==> config.mk <==
export PLATFORM = sky130hd
export DESIGN_NAME = audio_clk_div
export DESIGN_NICKNAME = d
export VERILOG_FILES = /design/src/rtl/audio_clk_div.sv
export SDC_FILE = /design/constraint.sdc
export NUM_CORES = 1
export LEC_CHECK = 0
export BUFFER_PORTS_ARGS = -buffer_cell sky130_fd_sc_hd__buf_2
export CORE_AREA = 2 2 72 74
export CTS_CLUSTER_SIZE = 30
export DETAILED_ROUTE_END_ITERATION = 16
export DIE_AREA = 0 0 74 76
export PLACE_DENSITY = 0.65
export SLEW_MARGIN = 5
export SYNTH_ARGS = -nofsm -noshare
export SYNTH_HDL_FRONTEND = slang
export SYNTH_SLANG_ARGS = --single-unit
==> constraint.sdc <==
create_clock -name clk -period 4.8 [get_ports clk]
set_input_delay 0.24 -clock clk [delete_from_list [all_inputs] [get_ports clk]]
set_output_delay 0.24 -clock clk [all_outputs]
set_load 0.02 [all_outputs]
==> src/rtl/audio_clk_div.sv <==
module audio_clk_div #(
  parameter int WORD_BITS = 16
) (
  input  logic       clk,
  input  logic       rst_n,
  input  logic [7:0] div_cfg,
  output logic       mclk_o,
  output logic       bclk_o,
  output logic       lrclk_o,
  output logic       code_err
);
  localparam int BW = (WORD_BITS > 1) ? $clog2(WORD_BITS) : 1;
  localparam logic [BW-1:0] BIT_LAST = BW'(WORD_BITS - 1);

  function automatic logic [4:0] m_ratio(input logic [3:0] c);
    case (c)
      4'd0:    m_ratio = 5'd1;
      4'd1:    m_ratio = 5'd2;
      4'd2:    m_ratio = 5'd4;
      4'd3:    m_ratio = 5'd6;
      4'd4:    m_ratio = 5'd8;
      4'd5:    m_ratio = 5'd12;
      4'd6:    m_ratio = 5'd16;
      4'd7:    m_ratio = 5'd24;
      default: m_ratio = 5'd0;
    endcase
  endfunction

  function automatic logic [3:0] b_half(input logic [2:0] c);
    case (c)
      3'd0:    b_half = 4'd1;
      3'd1:    b_half = 4'd2;
      3'd2:    b_half = 4'd3;
      3'd3:    b_half = 4'd4;
      3'd4:    b_half = 4'd6;
      3'd5:    b_half = 4'd8;
      default: b_half = 4'd0;
    endcase
  endfunction

  logic [3:0]    act_m;
  logic [2:0]    act_b;
  logic [3:0]    mcnt;
  logic [8:0]    bcnt;
  logic [BW-1:0] bitcnt;
  logic          mclk_q, bclk_q, lr_q, m1_sel;

  wire       legal    = (act_m < 4'd8) && (act_b < 3'd6);
  wire       in_legal = (div_cfg[3:0] < 4'd8) && (div_cfg[6:4] < 3'd6);
  wire       run      = div_cfg[7] && legal;
  wire [4:0] mr       = m_ratio(act_m);
  wire [3:0] m_last   = mr[4:1] - 4'd1;
  wire [8:0] hb       = 9'(mr) * 9'(b_half(act_b));
  wire [8:0] hb_last  = hb - 9'd1;
  wire       bfall    = run && (bcnt == hb_last) && bclk_q;
  wire       f_rise   = bfall && (bitcnt == BIT_LAST) && !lr_q;
  wire       load     = !run || f_rise;

  always_ff @(posedge clk or negedge rst_n) begin
    if (!rst_n) begin
      act_m  <= '0;
      act_b  <= '0;
      mcnt   <= '0;
      bcnt   <= '0;
      bitcnt <= '0;
      mclk_q <= 1'b0;
      bclk_q <= 1'b0;
      lr_q   <= 1'b0;
    end else begin
      if (load) begin
        act_m <= div_cfg[3:0];
        act_b <= div_cfg[6:4];
      end
      if (!run || f_rise) begin
        mcnt   <= '0;
        bcnt   <= '0;
        bitcnt <= '0;
        mclk_q <= 1'b0;
        bclk_q <= 1'b0;
        lr_q   <= run && in_legal;
      end else begin
        if (act_m == 4'd0) begin
          mclk_q <= 1'b0;
        end else if (mcnt == m_last) begin
          mcnt   <= '0;
          mclk_q <= ~mclk_q;
        end else begin
          mcnt <= mcnt + 4'd1;
        end
        if (bcnt == hb_last) begin
          bcnt   <= '0;
          bclk_q <= ~bclk_q;
          if (bclk_q) begin
            if (bitcnt == BIT_LAST) begin
              bitcnt <= '0;
              lr_q   <= ~lr_q;
            end else begin
              bitcnt <= bitcnt + 1'b1;
            end
          end
        end else begin
          bcnt <= bcnt + 9'd1;
        end
      end
    end
  end

  always_ff @(negedge clk or negedge rst_n) begin
    if (!rst_n) m1_sel <= 1'b0;
    else        m1_sel <= run && (act_m == 4'd0);
  end

  assign mclk_o   = m1_sel ? clk : mclk_q;
  assign bclk_o   = bclk_q;
  assign lrclk_o  = lr_q;
  assign code_err = !legal;

  a_r6_idle_quiet: assert property (@(posedge clk) disable iff (!rst_n)
    !div_cfg[7] |=> (!mclk_q && !bclk_q && !lr_q));

  a_r7_err_silent: assert property (@(posedge clk) disable iff (!rst_n)
    code_err |-> (!mclk_q && !bclk_q && !lr_q));

  a_r5_lr_rise_on_bfall: assert property (@(posedge clk) disable iff (!rst_n)
    $rose(lr_q) |-> $fell(bclk_q));

  a_r5_lr_fall_on_bfall: assert property (@(posedge clk) disable iff (!rst_n)
    ($fell(lr_q) && $past(run)) |-> $fell(bclk_q));

  a_r8_codes_hold: assert property (@(posedge clk) disable iff (!rst_n)
    ($past(run) && !$fell(bclk_q)) |-> ($stable(act_m) && $stable(act_b)));
endmodule

==> key figures <==
Placed design
  • Cell Area, Placed: between 2000 and 3000 um2
  • DP Cell Count: approximately 350
  • Gpl congestion: 0.801
  • IO buf count: 13
  • HPWL after DPL: approximately 3600 um

STA
  • Worst Tran Pin Value: approximately 0.65 ns
  • Min cycle time layout: 4.47 ns
  • Fmax achieved: 224 MHz
  • Clk_skew: ~0.023 ns
  • Final Cycle Share: 93.1%
  • # setup viols final: 0
  • Worst slew margin: around 57%
  • Fin. Hold Viols: 0
  • Max Slew Vio Count: 0

Routing
  • DR iter-0 viols: 78
  • DRT Wirelength: 4650 um
  • Drt drc: 0
  • Vias per cell: 5.36
  • Detailed Routing Iterations Pass 1: 4
  • Total number of vias: between 1500 and 2000
  • Drt wl/cell: roughly 13 um
  • Post-DRT Antenna Nets: 0

Floorplan
  • Die extent in y: about 76 um
  • Starting Density: roughly 48%
  • Chip width: 74 um
  • Rows: 26
  • Core ar.: between 4000 and 5000 um2
  • Num ports: 14
  • Die Footprint: 5620 um2

Synthesis
  • Mapped Cells: 265
  • YS warnings: 0
  • Post-synth EDFFs: 0
  • Syn avg cell area: between 8 and 9 um2
  • Ys async rst share: 100%
  • Synth cell types: 46
  • Synth Net Count: roughly 300
  • Sequential share of the synthesized area: roughly 30%
  • Post-synthesis cell area: 2380 um2
  • Synthesized flop and latch total: 28
  • Top FF cell, synth: dfrtp_1

Layout
  • Commonest cells after routing, fill and taps aside: 28 x nand2_1, 25 x dfrtp_1, 24 x inv_1, 22 x ha_1, 20 x xnor2_1
  • Core Util, Final: 55.0%
  • Final Non-Filler Cells: 360
  • Nets: 330
  • FF/Latch Area: between 700 and 800 um2
  • Inserted Diodes: 0
  • Area delta synth->final: 13.5%
  • # fillers: roughly 450
  • Area of the multi-input gates: around 1600 um2
  • Design area: roughly 2700 um2
  • Layout cells sized above 1: between 10% and 20%
  • Commonest non-fill, non-tap cell in the layout: nand2_1

Setup path
  • Crit path max fanout: 7
  • Element type at the critical path end: flop
  • CP Class: flop to flop
  • Startpoint class of the critical path: flop
  • Critical Path AT: 4.74 ns
  • WP data required: ~5.1 ns

Power
  • LEAKAGE: between 1 and 1.5 nW
  • Pwr Density: a little under 300 nW/um2
  • Peak supply drop: 0.000227 V

Global route
  • Initial antenna violation count: 0
  • Grt total ovfl: 0
  • First-pass GRT wire length: around 8200 um
  • Vias in the first global route: between 1500 and 2000
  • Largest net degree at the start of global routing: 29
  • GRT Total Usage: 18.3%

Min path
  • Worst hold path class: input port to flop

CTS
  • CTS tree: built
  • Clock-pin slew on the worst setup and hold paths: 0.09 ns
  • Clock latency at the later pin of the worst-skew pair: approximately 0.4 ns

Outcome
  • Status: finished clean

Run
  • Max_cap viols: 0
==> layer usage <==
| metal | vias to the layer above | GRT usage (%) | share of wire, % |
|---|---|---|---|
| li1 | 962 | - | - |
| met1 | 919 | 27.9 | 53 |
| met2 | 42 | 26.1 | 43 |
| met3 | 6 | 3.04 | 2.8 |
| met4 | 0 | 6.55 | 1.2 |
| met5 | - | 0 | 0 |
==> worst paths after layout <==
path / end / slack, ns / cells past startpoint / from
worst max-delay path: act_m[2] / 0.33 / 16 / act_b[0]
worst min-delay path: act_m[0] / 0.08 / 2 / div_cfg[0]
worst max register to register: act_m[2] / 0.33 / 16 / act_b[0]
worst min register to register: mclk_q / 0.55 / 2 / mclk_q
max in group asynchronous: m1_sel / 1.68 / 2 / rst_n
min in group asynchronous: bcnt[8] / 0.41 / 2 / rst_n
==> cell usage after synthesis, drive strengths merged (3+ instances only) <==
library cell   n  area [um2]
clkbuf         5        18.8
nor3          17        85.1
nand2b         3        18.8
xnor2         21         184
and3           3        18.8
nor2          18        67.6
nand3b         3        22.5
and2           6        40.0
nor4           3        55.1
xor2           6        52.6
nand2         29         111
fa             7         140
ha            22         275
a21oi         13        65.1
o21ai         11        58.8
dfrtp         27         676
mux2           8        90.1
nand3          9        45.0
a22oi          3        22.5
inv           24        90.1
==> cells by family (layout without fill, tap and decap cells) <==
| logic type | count (synthesis) | count (layout) | share of synthesized area (%) |
|---|---|---|---|
| fa+ha+maj | 29 | 29 | 17.5 |
| xor+xnor | 27 | 27 | 9.94 |
| compound gates | 41 | 41 | 11.2 |
| simple gates | 101 | 101 | 22.7 |
| flops | 28 | 28 | 29.5 |
| mux | 9 | 9 | 4.21 |
| buf+inv | 30 | 55 | 5.05 |
==> state kept, by name, indices dropped and copies added (netlist names) <==
| signal | cells |
|---|---|
| bitcnt | 4 |
| mcnt | 4 |
| act_b | 3 |
| bclk_o | 1 |
| bcnt | 9 |
| m1_sel | 1 |
| mclk_q | 1 |
| lrclk_o | 1 |
| act_m | 4 |
==> cell type report <==
cell class | instances | share of cell area [%]
Clock buffer | 8 | 3.38
Inverter | 24 | 3.34
Multi-Input combinational cell | 207 | 58.6
Sequential cell | 28 | 26.0
Tap cell | 70 | 3.24
Timing Repair Buffer | 23 | 5.38
==> timing repair <==
action	CTS	global route
endpoints found under the setup margin	0	10
buffers inserted	0	1
endpoints found under the hold margin	27	0
resized for setup	0	8
hold buffers	1	0
==> critical path, cell delays in order, from the launching register on <==
cell      delay, ns
dfrtp_2        0.46
nand2b_1       0.15
o21ai_0        0.14
buf_4          0.16
nand2_1        0.06
ha_1           0.30
fa_1           0.49
fa_1           0.54
inv_1          0.04
ha_1           0.37
xnor2_2        0.20
xnor2_1        0.14
nand3_1        0.13
nor4_4         0.33
nand2_2        0.16
o21ai_4        0.31
mux2_2         0.37
==> through the flow <==
step	setup slack, ns	setup TNS, ns	hold slack, ns	total power, mW
2_1_floorplan	0.415	0	-0.0556	0.507
3_3_place_gp	0.214	0	0.293	0.576
3_5_place_dp	0.226	0	0.315	0.577
4_1_cts	0.192	0	0.0746	0.781
5_1_grt	-0.0126	-0.0126	0.0756	0.847
6_report	0.332	0	0.0836	0.786
==> report_power, final <==
group / internal, mW / switching [mW]
sequential: 0.245 / 0.0154
clock: 0.113 / 0.0862
combinational: 0.144 / 0.182
total: 0.503 / 0.283
Note: power is estimated with default switching activity, not from simulation.
